File: src/rtl/wdt_pkg.sv
package wdt_pkg;
    typedef enum logic [1:0] {
        ST_HALT = 2'd0,
        ST_RUN  = 2'd1,
        ST_TRIP = 2'd2
    } wdt_state_e;

    localparam int unsigned CNT_W    = 10;
    localparam int unsigned INIT_MIN = 4;

    localparam logic [4:0] OFS_COUNT = 5'h00;
    localparam logic [4:0] OFS_STS1  = 5'h04;
    localparam logic [4:0] OFS_STS2  = 5'h06;
    localparam logic [4:0] OFS_CTRL  = 5'h08;
    localparam logic [4:0] OFS_INIT  = 5'h12;

    localparam int unsigned HALT_BIT = 11;
    localparam int unsigned TMO_BIT  = 3;
    localparam int unsigned SEC_BIT  = 1;
    localparam int unsigned BOOT_BIT = 2;
endpackage

File: src/rtl/wdt_prescaler.sv
module wdt_prescaler #(
    parameter int unsigned CLK_HZ = 33_000_000
) (
    input  logic clk,
    input  logic rst_n,
    input  logic en,
    input  logic restart,
    output logic tick
);
    localparam int unsigned DIV = (CLK_HZ / 10) * 6;
    localparam int unsigned PW  = (DIV < 4) ? 2 : $clog2(DIV);
    localparam logic [PW-1:0] LAST = PW'(DIV - 1);

    logic [PW-1:0] ps_q;

    assign tick = en && (ps_q == LAST);

    always_ff @(posedge clk or negedge rst_n) begin
        if (!rst_n) begin
            ps_q <= '0;
        end else if (restart) begin
            ps_q <= '0;
        end else if (en) begin
            ps_q <= tick ? '0 : ps_q + 1'b1;
        end
    end

    // the tick enable lasts exactly one cycle
    a_r2_tick_single: assert property (@(posedge clk) disable iff (!rst_n)
        tick |=> !tick);
endmodule

File: src/rtl/wdt_counter.sv
module wdt_counter #(
    parameter int unsigned W = 10
) (
    input  logic         clk,
    input  logic         rst_n,
    input  logic         load,
    input  logic         dec,
    input  logic [W-1:0] init,
    input  logic [W-1:0] rst_val,
    output logic [W-1:0] cnt,
    output logic         zero
);
    logic [W-1:0] cnt_q;

    assign cnt  = cnt_q;
    assign zero = (cnt_q == '0);

    always_ff @(posedge clk or negedge rst_n) begin
        if (!rst_n) begin
            cnt_q <= rst_val;
        end else if (load) begin
            cnt_q <= init;
        end else if (dec) begin
            cnt_q <= cnt_q - 1'b1;
        end
    end

    // without load or decrement the count holds
    a_r2_hold: assert property (@(posedge clk) disable iff (!rst_n)
        (!load && !dec) |=> $stable(cnt_q));
    // a decrement moves the count down by exactly one
    a_r2_step: assert property (@(posedge clk) disable iff (!rst_n)
        (dec && !load) |=> (cnt_q == $past(cnt_q) - 1'b1));
endmodule

File: src/rtl/wdt_ctrl.sv
module wdt_ctrl
    import wdt_pkg::*;
(
    input  logic clk,
    input  logic rst_n,
    input  logic halt_we,
    input  logic halt_val,
    input  logic tick,
    input  logic cnt_zero,
    input  logic no_reboot,
    input  logic clr_tmo,
    input  logic clr_sec,
    input  logic clr_boot,
    output logic run,
    output logic halted,
    output logic expire,
    output logic tmo_flag,
    output logic sec_flag,
    output logic boot_flag,
    output logic irq,
    output logic rst_req
);
    wdt_state_e state_q, state_d;

    assign run    = (state_q == ST_RUN);
    assign halted = !run;
    assign expire = run && tick && cnt_zero;

    always_comb begin
        state_d = state_q;
        unique case (state_q)
            ST_HALT: if (halt_we && !halt_val) state_d = ST_RUN;
            ST_RUN: begin
                if (expire && tmo_flag && !no_reboot) state_d = ST_TRIP;
                else if (halt_we && halt_val)         state_d = ST_HALT;
            end
            ST_TRIP: state_d = ST_TRIP;
            default: state_d = ST_HALT;
        endcase
    end

    always_ff @(posedge clk or negedge rst_n) begin
        if (!rst_n) state_q <= ST_HALT;
        else        state_q <= state_d;
    end

    always_ff @(posedge clk or negedge rst_n) begin
        if (!rst_n) begin
            tmo_flag  <= 1'b0;
            sec_flag  <= 1'b0;
            boot_flag <= 1'b1;
            irq       <= 1'b0;
            rst_req   <= 1'b0;
        end else begin
            irq     <= expire && !tmo_flag;
            rst_req <= (state_d == ST_TRIP);
            if (expire)       tmo_flag <= 1'b1;
            else if (clr_tmo) tmo_flag <= 1'b0;
            if (expire && tmo_flag) sec_flag <= 1'b1;
            else if (clr_sec)       sec_flag <= 1'b0;
            if (clr_boot) boot_flag <= 1'b0;
        end
    end

    // interrupt is a single-cycle pulse
    a_r7_irq_pulse: assert property (@(posedge clk) disable iff (!rst_n)
        irq |=> !irq);
    // reset request is held once raised
    a_r8_rst_sticky: assert property (@(posedge clk) disable iff (!rst_n)
        rst_req |=> rst_req);
    // second-timeout flag only rises with the timeout flag set
    a_r8_sec_after_tmo: assert property (@(posedge clk) disable iff (!rst_n)
        $rose(sec_flag) |-> tmo_flag);
    // no reset request while no-reboot was high
    a_r9_noreboot_block: assert property (@(posedge clk) disable iff (!rst_n)
        $rose(rst_req) |-> !$past(no_reboot));
endmodule

File: src/rtl/sys_wdog.sv
module sys_wdog
    import wdt_pkg::*;
#(
    parameter int unsigned CLK_HZ = 33_000_000
) (
    input  logic        clk,
    input  logic        rst_n,
    input  logic        wr_en,
    input  logic [4:0]  addr,
    input  logic [15:0] wr_data,
    output logic [15:0] rd_data,
    input  logic        no_reboot,
    output logic        tmo_irq,
    output logic        rst_req
);
    localparam int unsigned HI_W = 16 - CNT_W;
    localparam logic [CNT_W-1:0] INIT_RST = CNT_W'(INIT_MIN);

    logic wr_count, wr_sts1, wr_sts2, wr_ctrl, wr_init;
    logic tick, run, halted, expire, cnt_zero;
    logic tmo_flag, sec_flag, boot_flag;
    logic [CNT_W-1:0] cnt, init_val_q;
    logic [HI_W-1:0]  init_hi_q;

    assign wr_count = wr_en && (addr == OFS_COUNT);
    assign wr_sts1  = wr_en && (addr == OFS_STS1);
    assign wr_sts2  = wr_en && (addr == OFS_STS2);
    assign wr_ctrl  = wr_en && (addr == OFS_CTRL);
    assign wr_init  = wr_en && (addr == OFS_INIT);

    always_ff @(posedge clk or negedge rst_n) begin
        if (!rst_n) begin
            init_val_q <= INIT_RST;
            init_hi_q  <= '0;
        end else if (wr_init) begin
            init_hi_q <= wr_data[15:CNT_W];
            if (wr_data[CNT_W-1:0] >= INIT_RST) init_val_q <= wr_data[CNT_W-1:0];
        end
    end

    wdt_prescaler #(.CLK_HZ(CLK_HZ)) u_presc (
        .clk(clk), .rst_n(rst_n), .en(run), .restart(wr_count), .tick(tick)
    );

    wdt_counter #(.W(CNT_W)) u_cnt (
        .clk(clk), .rst_n(rst_n),
        .load(wr_count || expire),
        .dec(run && tick && !cnt_zero),
        .init(init_val_q), .rst_val(INIT_RST),
        .cnt(cnt), .zero(cnt_zero)
    );

    wdt_ctrl u_ctrl (
        .clk(clk), .rst_n(rst_n),
        .halt_we(wr_ctrl), .halt_val(wr_data[HALT_BIT]),
        .tick(tick), .cnt_zero(cnt_zero), .no_reboot(no_reboot),
        .clr_tmo(wr_sts1 && wr_data[TMO_BIT]),
        .clr_sec(wr_sts2 && wr_data[SEC_BIT]),
        .clr_boot(wr_sts2 && wr_data[BOOT_BIT]),
        .run(run), .halted(halted), .expire(expire),
        .tmo_flag(tmo_flag), .sec_flag(sec_flag), .boot_flag(boot_flag),
        .irq(tmo_irq), .rst_req(rst_req)
    );

    always_comb begin
        rd_data = '0;
        case (addr)
            OFS_COUNT: rd_data[CNT_W-1:0] = cnt;
            OFS_STS1:  rd_data[TMO_BIT] = tmo_flag;
            OFS_STS2: begin
                rd_data[SEC_BIT]  = sec_flag;
                rd_data[BOOT_BIT] = boot_flag;
            end
            OFS_CTRL:  rd_data[HALT_BIT] = halted;
            OFS_INIT:  rd_data = {init_hi_q, init_val_q};
            default:   rd_data = '0;
        endcase
    end

    // the stored initial value never falls below the minimum
    a_r5_init_floor: assert property (@(posedge clk) disable iff (!rst_n)
        init_val_q >= INIT_RST);
endmodule

File: config.mk
export PLATFORM = sky130hd
export DESIGN_NAME = sys_wdog
export DESIGN_NICKNAME = d
export VERILOG_FILES = /design/src/rtl/wdt_pkg.sv /design/src/rtl/wdt_prescaler.sv /design/src/rtl/wdt_counter.sv /design/src/rtl/wdt_ctrl.sv /design/src/rtl/sys_wdog.sv
export SDC_FILE = /design/constraint.sdc
export NUM_CORES = 1
export LEC_CHECK = 0
export BUFFER_PORTS_ARGS = -buffer_cell sky130_fd_sc_hd__buf_2
export CORE_ASPECT_RATIO = 0.7
export CORE_MARGIN = 3
export CORE_UTILIZATION = 54
export CTS_BUF_LIST = sky130_fd_sc_hd__clkbuf_4
export CTS_CLUSTER_SIZE = 20
export DETAILED_ROUTE_END_ITERATION = 16
export PLACE_DENSITY = 0.78
export SYNTH_ARGS = -nofsm -noshare
export SYNTH_HDL_FRONTEND = slang
export SYNTH_SLANG_ARGS = --single-unit
File: constraint.sdc
create_clock -name clk -period 2.4 [get_ports clk]
set_clock_uncertainty 0.05 [all_clocks]
set_input_delay 0.48 -clock clk [delete_from_list [all_inputs] [get_ports clk]]
set_output_delay 0.48 -clock clk [all_outputs]
set_load 0.02 [all_outputs]
# After elaboration in Yosys (flattened, before gate mapping)
# Cells that the tools add are included.
dict set report word_totals {
  register_bits 58
  input_bits 25
  out_inout_bits 18
}
dict set report op_classes {
  n_addsub 2
  magnitude_cmp 1
  eq_ne 8
  muxes 20
  n_reduce_logical 31
}
# cell count
set op_table {}
lappend op_table {{25-bit two-way mux} 3}
lappend op_table {{25-bit by 1-bit adder with 25-bit output (second input constant)} 1}
lappend op_table {{25-bit equality test (second input constant)} 1}
lappend op_table {{10-bit two-way mux} 2}
lappend op_table {{1-bit logical AND} 17}
lappend op_table {{2-bit case mux with 3 select lines} 2}
lappend op_table {{6-bit case mux with 2 select lines} 1}
lappend op_table {{5-bit by 3-bit equality test with 1-bit output (second input constant)} 2}
lappend op_table {{10-bit by 3-bit greater-or-equal comparator with 1-bit output (second input constant)} 1}
lappend op_table {{10-bit logical NOT} 1}
lappend op_table {{10-bit by 1-bit subtractor with 10-bit output (second input constant)} 1}
lappend op_table {{2-bit nonzero test} 4}
lappend op_table {{2-bit two-way mux} 3}
lappend op_table {{5-bit by 4-bit equality test with 1-bit output (second input constant)} 1}
lappend op_table {{5-bit equality test (second input constant)} 1}
lappend op_table {{1-bit logical NOT} 5}
lappend op_table {{5-bit logical NOT} 1}
lappend op_table {{1-bit two-way mux} 5}
lappend op_table {{2-bit equality test (second input constant)} 2}
lappend op_table {{4-bit two-way mux} 1}
lappend op_table {{1-bit case mux with 2 select lines} 2}
lappend op_table {{1-bit case mux with 3 select lines} 1}
lappend op_table {{2-bit by 1-bit equality test with 1-bit output (second input constant)} 1}
lappend op_table {{2-bit logical NOT} 1}
lappend op_table {{2 further kinds} 2}

# Depth between registers and ports, before layout
dict set report depth {
  word_depth 9
  ltp_mapped 8
}

# Worst setup path before layout
# Ideal clock, no wire load.
dict set report synth_timing {
  kind {register -> register}
  start {reg u_presc.ps_q[13]}
  end {reg u_cnt.cnt_q[5] (netlist: u_cnt.cnt[5])}
  setup_ns 0.126
  arrival_ns 2.198
  t_required_ns 2.224
  path_slack_ns 0.026
  path_stages_with_launch 7
  period_less_slack_ns 2.374
  path_cell_list {dfrtp_1 or4_1 or4_1 and4b_1 buf_6 a21oi_1 a221o_1}
}
dict set report synth_via {
  elab_chain_len 6
}
# element line
set synth_lines {}
lappend synth_lines {{from (decl)} wdt_prescaler.sv:14} ;# logic [PW-1:0] ps_q;
lappend synth_lines {{from (signal assigned)} wdt_prescaler.sv:24} ;# ps_q <= tick ? '0 : ps_q + 1'b1;
lappend synth_lines {{25-bit equality test (*)} wdt_prescaler.sv:16} ;# assign tick = en && (ps_q == LAST);
lappend synth_lines {{1-bit logical AND (*)} wdt_prescaler.sv:16}
lappend synth_lines {{1-bit logical AND (*)} {wdt_ctrl.sv:27, sys_wdog.sv:48}}
lappend synth_lines {{1-bit logical AND} wdt_ctrl.sv:27} ;# assign expire = run && tick && cnt_zero;
lappend synth_lines {{1-bit logical OR} sys_wdog.sv:47} ;# .load(wr_count || expire),
lappend synth_lines {{10-bit two-way mux / 2-bit nonzero test (equally long branches)} n/a}
lappend synth_lines {{to (signal assigned)} wdt_counter.sv:20} ;# cnt_q <= rst_val;
lappend synth_lines {{to (signal assigned)} wdt_counter.sv:22} ;# cnt_q <= init;
lappend synth_lines {{to (signal assigned)} wdt_counter.sv:24} ;# cnt_q <= cnt_q - 1'b1;
lappend synth_lines {{to (decl)} wdt_counter.sv:13} ;# logic [W-1:0] cnt_q;
# Every way passes the cells marked *; elsewhere a longest branch is shown, timed or not.
# A chain may end at the register's enable or synchronous reset.

# Worst setup path in the final report
dict set report layout_timing {
  start {reg u_presc.ps_q[15]}
  end {reg u_cnt.cnt_q[5] (netlist: u_cnt.cnt[5])}
}
# The elaborated chain is that of the path after synthesis.

==> summary.md <==
| Metric | Value |
|---|---|
| Congestion Overflow GR | 0 |
| Crit-path max FO | 6 |
| Slowest library cell on the worst path | or4_4 |
| Critical path launch point type | flop |
| Flop-to-flop setup slack | 90 ps |
| Die X | 98.3 µm |
| Largest net degree at the start of global routing | 39 |
| Inserted Diodes | 0 |
| I/O Pins | 43 |
| CTS buffer count | 9 |
| Min-delay worst type | input port to flop |
| Nets | 441 |
| Layout cell share with drive strength beyond 1 | 29.9% |
| Core Area | 0.00551 mm² |
| Worst skew pair latency | 410 ps |
| EDFF count, synth | 0 |
| Max Slew Vio Count | 0 |
| Run status | complete, no violations |
| Total track usage | 24.8% |
| CTS max path bufs | 2 |
| Measured slew at the worst slew-check pin | 525 ps |
| Clock slew at reported path FFs | 100 ps |
| Total power | 0.00251 W |
| Starting density of the core | 58.5% |
| Post-synth top area cell | dfrtp_1 |
| Cell Pwr Density | 627 mW/mm² |
| Max-cap violations | 0 |
| Post-Place Worst Slack | -22.4 ps |
| DRT Pass-1 Iters | 5 |
| Mux cell area share after synthesis | 6.22% |
| CP max stage delay | 540 ps |
| Peak supply drop | 0.315 mV |
| GP Congestion | 0.993 |
| Fin crit share | 96.2% |
| Syn_nets | 364 |
| Critical path's top delay family | simple AND/OR/NAND/NOR gates |
| Synth Instances | 336 |
| Buf/Inv on CP | 1 |
| Synth top area cells | dfrtp_1 (43%), mux2_2 (5.6%), xnor2_1 (4.6%), nor2_1 (4.0%), nand2_1 (3.4%) |
| Async S/R FF share, synth | 100% |
| Switching share of power | 27.7% |
| DR DRC count | 0 |
| DRT Wirelength | 8.56 mm |
| Min Clock Period, post-route | 2310 ps |
| Detailed Route Iter0 Violations | 315 |
| Register area share after synthesis | 45.2% |
| Num Clock Sinks | 58 |
| CP Capture Type | flop |
| Final hold vios | 0 |
| Arr. time, crit path | 2550 ps |
| Vias in the first global route | 2825 |
| Row Count | 22 |
| Post-synthesis simple-gate area fraction | 27.2% |
| DR WL/cell | 17.5 µm |
| Critical path class | flop to flop |
| Critical Path RT | 2640 ps |
| RSZ-0062 raised after global routing | false |
| Worst-path cell chain | or3b_4 > or4_4 > and4b_2 > buf_12 > a21oi_2 > a221o_1 |
| Setup_tns | 0 ps |
| Via count | 2963 |
| Fmax | 433 MHz |
| Endpoints failing setup | 0 |
| Antenna violations before repair | 0 |
| Avg Inst Size Synth | 9.58 µm² |
| Synth cell types | 53 |
| Main synth FF type | dfrtp_1 |
| Leak pwr | 1.88 nW |
| Largest family of logic cells by synthesized area | simple AND/OR/NAND/NOR gates |
| Antenna Nets Post-Route | 0 |
| Via-per-instance ratio | 6.05 |
| Post-synthesis adder-cell area fraction | 1.17% |
| Synth Area in Compound Gates | 11.7% |
| Clock Tree Root | clkbuf_4 |
| Yosys Warn Count | 0 |
| H-Tree Depth | 3 |
| Die Y | 70.6 µm |
| TritonCTS clock tree | built |
| DIE AREA | 0.00694 mm² |
| Share of the synthesized area in the top cell type | 42.8% |
| Logic pwr share | 16.5% |
| Normalized max-slew margin | 64.9% |
| Pint | 0.00181 W |
| Area delta synth->final | 24.3% |
| IO Port Bufs | 42 |
| Reg power frac | 48.2% |
| NetSw | 0.000695 W |
| Post-Syn Area | 0.00322 mm² |
| Clock Power Share | 35.3% |
| Count of state elements after synthesis | 58 |
| DP HPWL | 5.84 mm |
| Global-route wire length before repair | 13.8 mm |
| Worst setup margin | 92.2 ps |
| Post-Synth XOR/XNOR Area | 5.17% |
[cell type report]
| type | count | area [µm²] |
|---|---|---|
| multi-input combinational | 254 | 1690 |
| timing repair buffer | 80 | 557 |
| clock inverter | 7 | 108 |
| fill | 422 | 1500 |
| sequential | 58 | 1460 |
| inverter | 10 | 37.5 |
| clock buffer | 9 | 67.6 |
| tap | 72 | 90.1 |
[cell usage after synthesis, types with 2 or more instances]
library cell / instances
nor4_1: 12
nor2_1: 34
a22o_1: 7
xnor2_1: 17
and4_1: 3
clkbuf_1: 10
dfrtp_1: 55
buf_2: 2
buf_6: 2
a21oi_1: 12
o21ai_0: 12
o31ai_1: 4
inv_1: 10
nand2b_1: 2
and3_1: 5
nor2b_1: 3
nor3b_1: 2
mux2_2: 16
a21o_1: 3
and4b_1: 3
nor3_1: 13
mux2i_1: 2
ha_1: 3
nand3_1: 15
nor4b_1: 3
or4_1: 8
nand2_1: 29
dfstp_2: 3
or3_1: 4
nand4_1: 9
and2_1: 8
a22oi_1: 3
xor2_1: 2
[what timing repair did]
item	in CTS	in global routing
hold buffers	1	0
setup endpoints to repair	4	21
endpoints found under the hold margin	20	0
setup buffers	3	6
cloned	0	1
pin swaps	1	3
gates resized for setup	1	8
[metrics by stage]
stage / hold WS [ps] / std cells / utilization [%] / cell area (µm²)
after floorplan: 134 / 336 / - / 3220
after global placement: 377 / 463 / 67.0 / 3690
after detailed placement: 384 / 463 / 67.0 / 3690
after CTS: 190 / 483 / 70.9 / 3900
after global routing: 193 / 490 / 72.7 / 4000
final: 205 / 490 / 72.7 / 4000
[power groups by stage]
stage          clock [W]  sequential, W  combinational (W)
2_1_floorplan          0        0.00119           0.000247
3_3_place_gp           0        0.00122           0.000357
3_5_place_dp           0        0.00122           0.000371
4_1_cts         0.000901        0.00120           0.000375
5_1_grt         0.000957        0.00122           0.000456
6_report        0.000886        0.00121           0.000415
[final timing paths]
kind / start / to / cells after the start
worst max-delay path: u_presc.ps_q[15]$_DFFE_PN0P_ / u_cnt.cnt[5]$_DFFE_PN0P_ / 6
worst min-delay path: wr_data[2] / u_ctrl.boot_flag$_DFFE_PN1P_ / 2
worst max register to register: u_presc.ps_q[15]$_DFFE_PN0P_ / u_cnt.cnt[5]$_DFFE_PN0P_ / 6
worst min register to register: u_ctrl.boot_flag$_DFFE_PN1P_ / u_ctrl.boot_flag$_DFFE_PN1P_ / 2
max in group asynchronous: rst_n / u_cnt.cnt[2]$_DFFE_PN1P_ / 3
min in group asynchronous: rst_n / u_cnt.cnt[1]$_DFFE_PN0P_ / 2
[flip-flops by register name (all words and copies together) (netlist names)]
| signal | count |
|---|---|
| u_presc.ps_q | 25 |
| init_val_q | 10 |
| u_cnt.cnt | 10 |
| init_hi_q | 6 |
| u_ctrl.state_q | 2 |
| u_ctrl.boot_flag | 1 |
| u_ctrl.irq | 1 |
| u_ctrl.rst_req | 1 |
| u_ctrl.sec_flag | 1 |
| u_ctrl.tmo_flag | 1 |
[layout by cell type (no fill, tap or decap), types with 4 or more instances in the layout]
master and instances:
dfrtp_1 55, buf_2 42, nor2_1 34, buf_4 32, nand2_1 29, xnor2_1 17, mux2_2 16, nand3_1 15
nor4_1 12, o21ai_0 12, nor3_1 11, inv_1 10, a21oi_1 10, nand4_1 9, clkbuf_4 9, and2_1 8
a22o_1 7, or4_1 7, and3_1 4, or3_1 4, o31ai_1 4
[cell families after synthesis]
logic type,Yosys count
mux,18
simple gates,159
compound gates,55
fa+ha+maj,3
flops,58
xor+xnor,19
buf+inv,24
[metal layers]
metal | track usage [%] | share of wire (%) | vias up
met4 | 6.82 | 1.5 | 0
met3 | 6.21 | 9.0 | 18
met2 | 35.5 | 42 | 156
met1 | 37.6 | 47 | 1407
li1 | - | - | 1382
met5 | 0 | 0 | -
[worst reg2reg max path: stages (launching register included)]
cell and delay [ps]:
dfrtp_1 400, or3b_4 390, or4_4 540, and4b_2 360, buf_12 140, a21oi_2 50
a221o_1 270
Note: power is estimated with default switching activity, not from simulation.
